$ cat src/rtl/wiper_cmd_pkg.sv
package wiper_cmd_pkg;

  typedef enum logic [3:0] {
    OP_NOP       = 4'd0,
    OP_WR_WIPER  = 4'd1,
    OP_RD_WIPER  = 4'd2,
    OP_STORE     = 4'd3,
    OP_RESTORE   = 4'd4,
    OP_RD_SLOT   = 4'd5,
    OP_RD_LAST   = 4'd6,
    OP_WR_CTRL   = 4'd7,
    OP_RD_CTRL   = 4'd8,
    OP_SHUTDOWN  = 4'd9
  } opcode_e;

  typedef enum logic [1:0] {
    RESP_ECHO  = 2'd0,
    RESP_WIPER = 2'd1,
    RESP_LAST  = 2'd2,
    RESP_CTRL  = 2'd3
  } respSel_e;

  typedef struct packed {
    logic     wrWiper;
    logic     restore;
    logic     store;
    logic     slotRd;
    logic     wrCtrl;
    logic     wrShut;
    logic     respLoad;
    respSel_e respSel;
  } dpStrobe_t;

endpackage

$ cat src/rtl/wiper_cmd_ctrl.sv
module wiper_cmd_ctrl
  import wiper_cmd_pkg::*;
#(
  parameter int CMD_W = 4
) (
  input  logic             frameValid,
  input  logic [CMD_W-1:0] cmdCode,
  input  logic             smBusy,
  input  logic             storeEn,
  input  logic             wiperEn,
  output dpStrobe_t        strobe
);

  logic accept;
  assign accept = frameValid && !smBusy;

  always_comb begin
    strobe = '0;
    strobe.respSel = RESP_ECHO;
    if (accept) begin
      strobe.respLoad = 1'b1;
      case (cmdCode)
        OP_WR_WIPER: strobe.wrWiper = wiperEn;
        OP_RD_WIPER: strobe.respSel = RESP_WIPER;
        OP_STORE:    strobe.store   = storeEn;
        OP_RESTORE:  strobe.restore = 1'b1;
        OP_RD_SLOT:  strobe.slotRd  = 1'b1;
        OP_RD_LAST:  strobe.respSel = RESP_LAST;
        OP_WR_CTRL:  strobe.wrCtrl  = 1'b1;
        OP_RD_CTRL:  strobe.respSel = RESP_CTRL;
        OP_SHUTDOWN: strobe.wrShut  = 1'b1;
        default:     strobe.respSel = RESP_ECHO;
      endcase
    end
  end

endmodule

$ cat src/rtl/wiper_cmd_datapath.sv
module wiper_cmd_datapath
  import wiper_cmd_pkg::*;
#(
  parameter int WORD_W  = 16,
  parameter int WIPER_W = 10,
  parameter int ADDR_W  = 6
) (
  input  logic               clk,
  input  logic               rst_n,
  input  dpStrobe_t          strobe,
  input  logic [WORD_W-1:0]  frameWord,
  input  logic               progOk,
  input  logic [ADDR_W-1:0]  lastAddr,
  input  logic [WIPER_W-1:0] lastCode,
  input  logic               slotRdValid,
  input  logic [WIPER_W-1:0] slotRdData,
  output logic               storeEn,
  output logic               wiperEn,
  output logic [WIPER_W-1:0] wiperCode,
  output logic               shutdown,
  output logic [WORD_W-1:0]  sdoWord,
  output logic               storeReq,
  output logic [WIPER_W-1:0] storeData,
  output logic               restoreReq,
  output logic               slotRdReq,
  output logic [ADDR_W-1:0]  slotRdAddr
);

  localparam logic [WIPER_W-1:0] MIDSCALE = WIPER_W'(1) << (WIPER_W - 1);
  localparam int CTRL_W = 4;

  logic [WIPER_W-1:0] restoreCode;
  logic [WORD_W-1:0]  respNext;

  assign restoreCode = (lastAddr == '0) ? MIDSCALE : lastCode;

  always_comb begin
    case (strobe.respSel)
      RESP_WIPER: respNext = {{(WORD_W-WIPER_W){1'b0}}, wiperCode};
      RESP_LAST:  respNext = {{(WORD_W-ADDR_W){1'b0}}, lastAddr};
      RESP_CTRL:  respNext = {{(WORD_W-CTRL_W){1'b0}}, progOk, 1'b0, wiperEn, storeEn};
      default:    respNext = frameWord;
    endcase
  end

  always_ff @(posedge clk or negedge rst_n) begin
    if (!rst_n) begin
      wiperCode  <= MIDSCALE;
      storeEn    <= 1'b0;
      wiperEn    <= 1'b0;
      shutdown   <= 1'b0;
      sdoWord    <= '0;
      storeReq   <= 1'b0;
      storeData  <= '0;
      restoreReq <= 1'b0;
      slotRdReq  <= 1'b0;
      slotRdAddr <= '0;
    end else begin
      storeReq   <= strobe.store;
      restoreReq <= strobe.restore;
      slotRdReq  <= strobe.slotRd;
      if (strobe.store)   storeData  <= wiperCode;
      if (strobe.slotRd)  slotRdAddr <= frameWord[ADDR_W-1:0];
      if (strobe.wrWiper) wiperCode  <= frameWord[WIPER_W-1:0];
      else if (strobe.restore) wiperCode <= restoreCode;
      if (strobe.wrCtrl) begin
        storeEn <= frameWord[0];
        wiperEn <= frameWord[1];
      end
      if (strobe.wrShut)       shutdown <= frameWord[0];
      else if (strobe.restore) shutdown <= 1'b0;
      if (strobe.respLoad)  sdoWord <= respNext;
      else if (slotRdValid) sdoWord <= {{(WORD_W-WIPER_W){1'b0}}, slotRdData};
    end
  end

  // a wiper write strobe from the decoder only ever arrives while unlocked
  a_r3_write_needs_enable: assert property (@(posedge clk) disable iff (!rst_n)
    strobe.wrWiper |-> wiperEn);

  // a store request is only issued if programming was enabled
  a_r4_store_needs_enable: assert property (@(posedge clk) disable iff (!rst_n)
    storeReq |-> $past(storeEn));

  // without a write or restore strobe the wiper holds
  a_r10_wiper_holds: assert property (@(posedge clk) disable iff (!rst_n)
    (!strobe.wrWiper && !strobe.restore) |=> $stable(wiperCode));

  // at most one request to the slot manager per cycle
  a_r8_one_request: assert property (@(posedge clk) disable iff (!rst_n)
    $onehot0({storeReq, restoreReq, slotRdReq}));

  // shutdown only rises after a shutdown command
  a_r6_shut_rise: assert property (@(posedge clk) disable iff (!rst_n)
    $rose(shutdown) |-> $past(strobe.wrShut));

endmodule

$ cat src/rtl/wiper_cmd_top.sv
module wiper_cmd_top
  import wiper_cmd_pkg::*;
#(
  parameter int WORD_W  = 16,
  parameter int WIPER_W = 10,
  parameter int ADDR_W  = 6,
  parameter int CMD_W   = 4
) (
  input  logic               clk,
  input  logic               rst_n,
  input  logic               frameValid,
  input  logic [WORD_W-1:0]  frameWord,
  input  logic               smBusy,
  input  logic               progOk,
  input  logic [ADDR_W-1:0]  lastAddr,
  input  logic [WIPER_W-1:0] lastCode,
  input  logic               slotRdValid,
  input  logic [WIPER_W-1:0] slotRdData,
  output logic [WIPER_W-1:0] wiperCode,
  output logic               shutdown,
  output logic [WORD_W-1:0]  sdoWord,
  output logic               storeReq,
  output logic [WIPER_W-1:0] storeData,
  output logic               restoreReq,
  output logic               slotRdReq,
  output logic [ADDR_W-1:0]  slotRdAddr
);

  dpStrobe_t strobe;
  logic      storeEn;
  logic      wiperEn;

  wiper_cmd_ctrl #(.CMD_W(CMD_W)) u_ctrl (
    .frameValid (frameValid),
    .cmdCode    (frameWord[WIPER_W +: CMD_W]),
    .smBusy     (smBusy),
    .storeEn    (storeEn),
    .wiperEn    (wiperEn),
    .strobe     (strobe)
  );

  wiper_cmd_datapath #(
    .WORD_W (WORD_W),
    .WIPER_W(WIPER_W),
    .ADDR_W (ADDR_W)
  ) u_dp (
    .clk        (clk),
    .rst_n      (rst_n),
    .strobe     (strobe),
    .frameWord  (frameWord),
    .progOk     (progOk),
    .lastAddr   (lastAddr),
    .lastCode   (lastCode),
    .slotRdValid(slotRdValid),
    .slotRdData (slotRdData),
    .storeEn    (storeEn),
    .wiperEn    (wiperEn),
    .wiperCode  (wiperCode),
    .shutdown   (shutdown),
    .sdoWord    (sdoWord),
    .storeReq   (storeReq),
    .storeData  (storeData),
    .restoreReq (restoreReq),
    .slotRdReq  (slotRdReq),
    .slotRdAddr (slotRdAddr)
  );

  // a frame offered while the slot manager is busy leaves all state alone
  a_r9_busy_ignores: assert property (@(posedge clk) disable iff (!rst_n)
    (smBusy && !slotRdValid) |=> ($stable(wiperCode) && $stable(shutdown) &&
                                  $stable(sdoWord) && !storeReq && !restoreReq && !slotRdReq));

endmodule

$ cat config.mk
export PLATFORM = sky130hd
export DESIGN_NAME = wiper_cmd_top
export DESIGN_NICKNAME = d
export VERILOG_FILES = /design/src/rtl/wiper_cmd_pkg.sv /design/src/rtl/wiper_cmd_ctrl.sv /design/src/rtl/wiper_cmd_datapath.sv /design/src/rtl/wiper_cmd_top.sv
export SDC_FILE = /design/constraint.sdc
export NUM_CORES = 1
export LEC_CHECK = 0
export ABC_AREA = 1
export CORE_MARGIN = 2
export CORE_UTILIZATION = 41
export CTS_CLUSTER_DIAMETER = 40
export DETAILED_ROUTE_END_ITERATION = 10
export PLACE_DENSITY_LB_ADDON = 0.05
export SYNTH_ARGS = -nofsm -noshare
export SYNTH_HDL_FRONTEND = slang
export SYNTH_HIERARCHICAL = 1
export SYNTH_SLANG_ARGS = --single-unit
export TNS_END_PERCENT = 5
$ cat constraint.sdc
create_clock -name clk -period 2.6 [get_ports clk]
set_input_delay 0.52 -clock clk [delete_from_list [all_inputs] [get_ports clk]]
set_output_delay 0.52 -clock clk [all_outputs]
set_load 0.005 [all_outputs]
# Word level (Yosys, flattened, before mapping)
# Index checks and enable logic that the tools add are counted.
# Widths: inputs -> output; s select.
classes:
  eq_ne: 12
  muxes: 16
  n_reduce_logical: 6
ops:
  columns: ["cell", "count"]
  rows:
  - ["$pmux 16 s3", 1]
  - ["$mux 16", 2]
  - ["$mux 10", 3]
  - ["$eq 4x3->1 const B", 4]
  - ["$mux 9", 1]
  - ["$eq 4x2->1 const B", 2]
  - ["$eq 4x4->1 const B", 2]
  - ["$mux 1", 8]
  - ["$logic_not 6->1", 1]
  - ["$pmux 2 s3", 1]
  - ["$reduce_bool 2->1", 3]
  - ["$eq 2x2->1 const B", 2]
  - ["$eq 4x1->1 const B", 1]
  - ["$eq 2x1->1 const B", 1]
  - ["$logic_and 1x1->1", 1]
  - ["$logic_not 1->1", 1]
totals:
  reg_bits: 48
  input_bits: 48
  wordCells: 44

# Logic depth before layout (Yosys ltp)
# Gate-level depths: netlist of the first run.
logic_depth:
  depth_word: 6
  ltp_mapped: 11

# Cells and area by module
# The synthesis of the first run kept the hierarchy.
by_module_without_submodules:
  columns: ["mod", "n_inst", "cells_each", "area_each_um2", "seq_area_each_um2"]
  rows:
  - ["wiper_cmd_datapath", 1, 231, 2192.1, 1202.4]
  - ["wiper_cmd_ctrl", 1, 31, 148.9, 0.0]

# Worst setup path after synthesis of the first run
# OpenSTA, ideal clock, no wires.
synth_path:
  path_type: "input-to-reg"
  startpoint: "input frameWord[10]"
  endpoint: "register u_dp.sdoWord[6]"
  arrival_time_ns: 1.649
  setup_slack_ns: 0.835
  stages: 8
  path_cell_list: "nor2_1 -> nand2_1 -> a21oi_1 -> nor2_2 -> buf_6 -> a22o_1 -> nand2_1 -> nand2_1"
synth_lines:
  columns: ["item", "line", "rtl"]
  rows:
  - ["start: declaration", "wiper_cmd_top.sv:12", "input logic [WORD_W-1:0] frameWord,"]
  - ["end signal: assignment", "wiper_cmd_datapath.sv:72", "if (strobe.respLoad) sdoWord <= respNext;"]
  - ["end signal: assignment", "wiper_cmd_datapath.sv:73", "else if (slotRdValid) sdoWord <= {{(WORD_W-WIPER_W){1'b0}}, slotRdData};"]
  - ["end: declaration", "wiper_cmd_datapath.sv:21", "output logic [WORD_W-1:0] sdoWord,"]

==> impl_results.md, run 1 <==
* Outcome: complete, no violations
* Drt drc at 0
* Worst-Margin Slew at 780 ps
* GRT Total Usage at 20.6%
* Sequential fraction of the synthesis area at 51.4%
* Antenna Cells at 0
* Post-Route WL at 6130 um
* Synth Area in Compound Gates at 9.46%
* Vias in the first global route at 2095
* DRT iter0 DRCs at 138
* Synthesized-area fraction occupied by xor and xnor cells at 0%
* YS warnings at 6
* Simple-gate share of the synthesized area at 25.3%
* CP Class: in2reg
* Total gr overflow at 0
* Most frequent cells in the layout: clkdlybuf4s50_1 (92), nand2_1 (69), dfrtp_1 (47), nand3_1 (32), nor2_1 (25)
* Die X at 79.6 um
* # resized after CTS at 0
* Post-synthesis mux area share at 7.70%
* DP Cell Count at 425
* Clock transition at the registers of the reported paths at 80 ps
* Adder-cell share of the synthesized area at 0%
* Initial Util at 42.5%
* Synth Cell Area at 2340 um2
* Gp weighted congestion at 0.823
* Total CTS buffers at 5
* Fmax at 473 MHz
* First-pass GRT wire length at 10100 um
* Hold Path Class: in2async
* CTS root buf: clkbuf_8
* Max Cap Viol at 0
* Full die area at 6330 um2
* Worst-Skew Late Latency at 300 ps
* Power Density at 526 nW/um2
* Crit path required time at 2820 ps
* RSZ-0062 raised after global routing: false
* Predominant post-synthesis flop cell: dfrtp_1
* TritonCTS clock tree: done
* Worst vdd ir at 420 uV
* Endpoints failing setup at 0
* Max Transition Viols Final at 0
* Leak at 1.54 nW
* Tcrit/Tclk final at 81.4%
* Flip-flop and latch count after synthesis at 48
* Pwr Total at 0.00181 W
* Setup tns final at 0 ps
* Maximum clock insertion buffer count at 2
* Row Count at 27
* CTS Hold Bufs at 0
* Clock sinks at 48
* Startpoint class of the critical path: input pin
* Skew final at 5.42 ps
* DRT antenna net count at 0
* # Post-CTS Setup Buffers at 0
* Final nets at 408
* Gate Count Post-Synth at 262
* Dpl cell area at 3360 um2
* Io pins at 94
* Initial antenna violation count at 0
* Area delta synth->final at 47.0%
* Non-Filler Instances at 433
* Most common cell after layout, fill and taps aside: clkdlybuf4s50_1
* Hpwl dp at 4760 um
* Proportion of layout cells with a drive suffix above 1 at 13.9%
* Via count at 2178
* Crit path DAT at 2330 ps
* Post-synthesis async set-or-reset flop share at 100%
* IO Port Bufs at 93
* Fin area at 3440 um2
* Number of vias per cell at 5.03
* Post-synthesis net count at 310
* Largest net degree at the start of global routing at 27
* Post-synthesis area per instance at 8.94 um2
* DR WL/cell at 14.2 um
* Max transition margin at 47.8%
* Hold Vio Cnt, Final at 0
* EDFF count, synth at 0
* CTS HTree Levels at 2
* Synth unique cells at 26
* First-pass iteration count of the detailed router at 4
* Final min period at 2120 ps
* Core Box Area at 5510 um2
* Main combinational cell family by area after synthesis: simple AND/OR/NAND/NOR gates
* Worst Path Max Fanout at 13
* Setup crit end kind: flop
* Die H at 79.6 um
layer usage:
metal / track usage (%) / share of wire (%)
met1: 28.9 / 45
met2: 31.9 / 46
met3: 5.43 / 7.6
met4: 5.17 / 0.86
met5: 0 / 0
Yosys cell counts (3+ instances only):
cell type / count / area, um2
dfrtp_1: 47 / 1180
buf_6: 3 / 33.8
a32o_1: 6 / 60.1
inv_2: 7 / 26.3
o21ai_0: 7 / 35.0
clkbuf_1: 3 / 11.3
a21oi_1: 11 / 55.1
nand3_1: 32 / 160
nand2_1: 69 / 259
mux2_2: 16 / 180
nor2_2: 3 / 18.8
inv_1: 13 / 48.8
nor2_1: 25 / 93.8
critical path, stage by stage:
cell,delay (ps)
clkdlybuf4s50_1,590
nor2_1,100
nand2_1,70
a21oi_1,60
buf_4,150
nor2_2,460
nand2_1,110
nand2_1,100
nor2_1,40
o21ai_1,120
metrics by stage:
step	hold WS (ps)	setup slack (ps)	utilization [%]
6_report	190	484	62.5
5_1_grt	214	322	62.5
4_1_cts	204	483	62.5
3_5_place_dp	483	174	61.0
3_3_place_gp	467	277	61.0
2_1_floorplan	224	835	-
state kept, by name, indices dropped and copies added, names as in the netlist:
signal and count:
u_dp/restoreReq 1, u_dp/sdoWord 16, u_dp/shutdown 1, u_dp/slotRdAddr 6, u_dp/slotRdReq 1, u_dp/storeData 10
u_dp/storeEn 1, u_dp/storeReq 1, u_dp/wiperCode 10, u_dp/wiperEn 1
cells by family (layout without fill, tap and decap cells):
kind of cell           Yosys count  in the layout
AO/OA/AOI/OAI                   33             33
buffers and inverters           30            129
flip-flops                      48             48
multiplexers                    16             16
AND/OR/NAND/NOR                135            135
path summary, 6_finish.rpt:
| check | start | end | slack (ps) | depth (start not counted) |
|---|---|---|---|---|
| worst max-delay path | frameWord[12] | u_dp/sdoWord[2] | 480 | 10 |
| worst min-delay path | rst_n | u_dp/sdoWord[15] | 190 | 1 |
| worst max register to register | u_dp/wiperEn | u_dp/wiperCode[6] | 1170 | 5 |
| worst min register to register | u_dp/sdoWord[14] | u_dp/sdoWord[14] | 500 | 1 |
| max in group asynchronous | rst_n | u_dp/wiperCode[9] | 1810 | 2 |
| min in group clk | u_dp/sdoWord[14] | u_dp/sdoWord[14] | 500 | 1 |
report_power, final:
| group | switching [W] | internal, W |
|---|---|---|
| Clock | 0.000231 | 0.000189 |
| Combinational | 0.000168 | 0.000297 |
| Sequential | 0.0000774 | 0.000849 |
final cells by class:
| type | count | area, um2 |
|---|---|---|
| multi-input combinational | 184 | 993 |
| tap | 72 | 90.1 |
| sequential | 48 | 1200 |
| clock inverter | 1 | 5.00 |
| fill | 475 | 2070 |
| clock buffer | 7 | 76.3 |
| inverter | 20 | 75.1 |
| timing repair buffer | 101 | 998 |
Note: power is estimated with default switching activity, not from simulation.
==> inputs of run 2 (changes only) <==
--- a/config.mk
+++ b/config.mk
@@ -7,7 +7,7 @@
 export LEC_CHECK = 0
 export ABC_AREA = 1
 export CORE_MARGIN = 2
-export CORE_UTILIZATION = 41
+export CORE_UTILIZATION = 39
 export CTS_CLUSTER_DIAMETER = 40
 export DETAILED_ROUTE_END_ITERATION = 10
 export PLACE_DENSITY_LB_ADDON = 0.05
==> constraint.sdc (replaced) <==
create_clock -name clk -period 1.9 [get_ports clk]
set_input_delay 0.38 -clock clk [delete_from_list [all_inputs] [get_ports clk]]
set_output_delay 0.38 -clock clk [all_outputs]
set_load 0.005 [all_outputs]
==> run 2 against run 1 <==
Register-to-register slack lost 540 ps. Count of clock-buffer cells in the layout shrank 2. Sequential power grew 36%. Clock skew grew 2.3 ps. Design area grew 7.0%. Clock power grew 80%. Combinational power grew 43%. Sequential share of layout area shrank 2.3 points. Non-clock buffer count grew 24. Die area grew 4.9%. Critical path type is now reg2out.
==> impl_results.md, run 2 (synthesis gave the netlist of run 1 again) <==
* Outcome: complete, no violations
* Maximum clock insertion buffer count at 2 (unchanged)
* Io pins at 94 (unchanged)
* Initial antenna violation count at 0 (unchanged)
* Max transition margin at 68.1% (+20 points)
* # Post-CTS Setup Buffers at 0 (unchanged)
* Worst-Skew Late Latency at 300 ps (about the same)
* Full die area at 6640 um2 (+4.9%)
* Non-Filler Instances at 460 (+6.2%)
* Die H at 81.5 um (+2.4%)
* Max Cap Viol at 0 (unchanged)
* Final nets at 432 (+5.9%)
* Setup crit end kind: primary output
* Max Transition Viols Final at 0 (unchanged)
* Hold Vio Cnt, Final at 0 (unchanged)
* Slowest stage delay, CP at 560 ps (-30 ps)
* Utilization after layout at 62.9% (+0.45 points)
* Fmax at 569 MHz
* Endpoints failing setup at 0 (unchanged)
* CP bufs+invs at 1 (-1)
* Depth of the most critical reg-to-reg path at 4 (-1)
* Power Density at 729 nW/um2 (+39%)
* Vias in the first global route at 2166 (+3.4%)
* Final min period at 1760 ps
* Largest net degree at the start of global routing at 30 (+11%)
* Total CTS buffers at 5 (unchanged)
* DR WL/cell at 14.2 um (+0.21%)
* Clock sinks at 48 (unchanged)
* Skew final at 7.72 ps (+2.30 ps)
* Crit path max-delay family: flip-flops
* Startpoint class of the critical path: flop
* Levels on crit path at 1 (-9)
* GRT Total Usage at 20.4% (-0.24 points)
* Total gr overflow at 0 (unchanged)
* Number of vias per cell at 4.86 (-3.3%)
* Final worst setup slack at 143 ps (-342 ps)
* Worst Path Max Fanout at 4 (-9)
* Multi-input gate area at 1000 um2 (+1.0%)
* Worst path slowest cell: dfstp_2
* CTS root buf: clkbuf_8
* Hpwl dp at 4990 um (+4.9%)
* Worst-Margin Slew at 479 ps (-301 ps)
* Largest reg by FF count: u_dp/sdoWord
* Filler instances at 516 (+8.6%)
* First-pass iteration count of the detailed router at 4 (unchanged)
* Largest regs: u_dp/sdoWord x16, u_dp/storeData x10, u_dp/wiperCode x10
* Most common cell after layout, fill and taps aside: clkdlybuf4s50_1
* Most frequent cells in the layout: clkdlybuf4s50_1 (88), nand2_1 (69), dfrtp_1 (47), nand3_1 (32), buf_4 (30)
* DRT iter0 DRCs at 81 (-41%)
* Row Count at 28 (+3.7%)
* DRT antenna net count at 0 (unchanged)
* TritonCTS clock tree: done
* # resized after CTS at 1 (+1)
* Worst vdd ir at 474 uV (+13%)
* Via count at 2237 (+2.7%)
* Die X at 81.5 um (+2.4%)
* Register area at 1200 um2 (unchanged)
* Crit path DAT at 1380 ps (-950 ps)
* Setup tns final at 0 ps (unchanged)
* Worst reg2reg setup slack at 630 ps (-540 ps)
* DP Cell Count at 452 (+6.4%)
* Tcrit/Tclk final at 92.5%
* Post-Route WL at 6530 um (+6.5%)
* Cell Chain, Critical Path: clkdlybuf4s50_1
* RSZ-0062 raised after global routing: true
* IO Port Bufs at 93 (unchanged)
* Max reg flops at 16 (unchanged)
* Antenna Cells at 0 (unchanged)
* Proportion of layout cells with a drive suffix above 1 at 20.3% (+6.4 points)
* Placement Setup Slack at -349 ps (-523 ps)
* Critical R2R Launch: u_dp/storeEn
* Drt drc at 0 (unchanged)
* Minimum hold slack at 23.8 ps (-166 ps)
* CP Class: reg2out
* First-pass GRT wire length at 10400 um (+2.5%)
* Worst R2R End: u_dp/storeData[6]
* Leak at 1.71 nW (+11%)
* CTS HTree Levels at 2 (unchanged)
* CTS Hold Bufs at 0 (unchanged)
* Crit path required time at 1520 ps (-1300 ps)
* Initial Util at 40.0% (-2.5 points)
* Hold Path Class: in2async
* Gp weighted congestion at 0.829 (+0.79%)
* Core Box Area at 5850 um2 (+6.2%)
* Area delta synth->final at 57.3%
* Clock transition at the registers of the reported paths at 100 ps (+20 ps)
[run 2: cell types whose count changed in the layout (fill, tap and decap cells not counted), sizes merged]
| cell | before | now |
|---|---|---|
| bufinv | 0 | 1 |
| buf | 9 | 33 |
| inv | 20 | 21 |
| clkinv | 1 | 0 |
| clkinvlp | 0 | 1 |
| clkbuf | 7 | 5 |
| clkdlybuf4s50 | 92 | 88 |
| dlymetal6s2s | 0 | 4 |
[run 2: power by group]
part           switching, W  internal [W]  leakage, nW  total (W)
sequential         0.000102       0.00116        0.618    0.00126
clock              0.000360      0.000397       0.0548   0.000756
combinational      0.000238      0.000427         1.03   0.000665
total              0.000700       0.00198         1.71    0.00268
[run 2: per-layer routing]
metal	vias to the layer above	global-route usage, %	routed length, um
li1	1111	-	-
met1	1036	28.0	2970
met4	0	5.08	57
met2	86	33.0	2970
met5	-	0	0
met3	4	4.29	527
[run 2: worst max path at each step]
stage | start | endpoint | slack (ps)
6_report | u_dp/wiperCode[9] | wiperCode[9] | 140
5_1_grt | frameValid | u_dp/sdoWord[9] | -40
4_1_cts | frameWord[13] | u_dp/sdoWord[1] | 20
3_5_place_dp | frameWord[12] | u_dp/sdoWord[5] | -350
3_3_place_gp | frameWord[12] | u_dp/sdoWord[5] | -280
2_1_floorplan | frameWord[10] | u_dp/sdoWord[6] | 270
[run 2: final cells by class]
| type | instances | share of cell area [%] |
|---|---|---|
| Sequential cell | 48 | 32.7 |
| Clock buffer | 5 | 1.87 |
| Timing Repair Buffer | 125 | 32.4 |
| Clock inverter | 3 | 1.26 |
| Inverter | 20 | 2.04 |
| Multi-Input combinational cell | 184 | 27.3 |
| Tap cell | 75 | 2.55 |
[run 2: stage by stage]
step	cell area (um2)	power (W)
2_1_floorplan	2340	0.00148
3_3_place_gp	3540	0.00194
3_5_place_dp	3540	0.00195
4_1_cts	3660	0.00271
5_1_grt	3680	0.00284
6_report	3680	0.00268
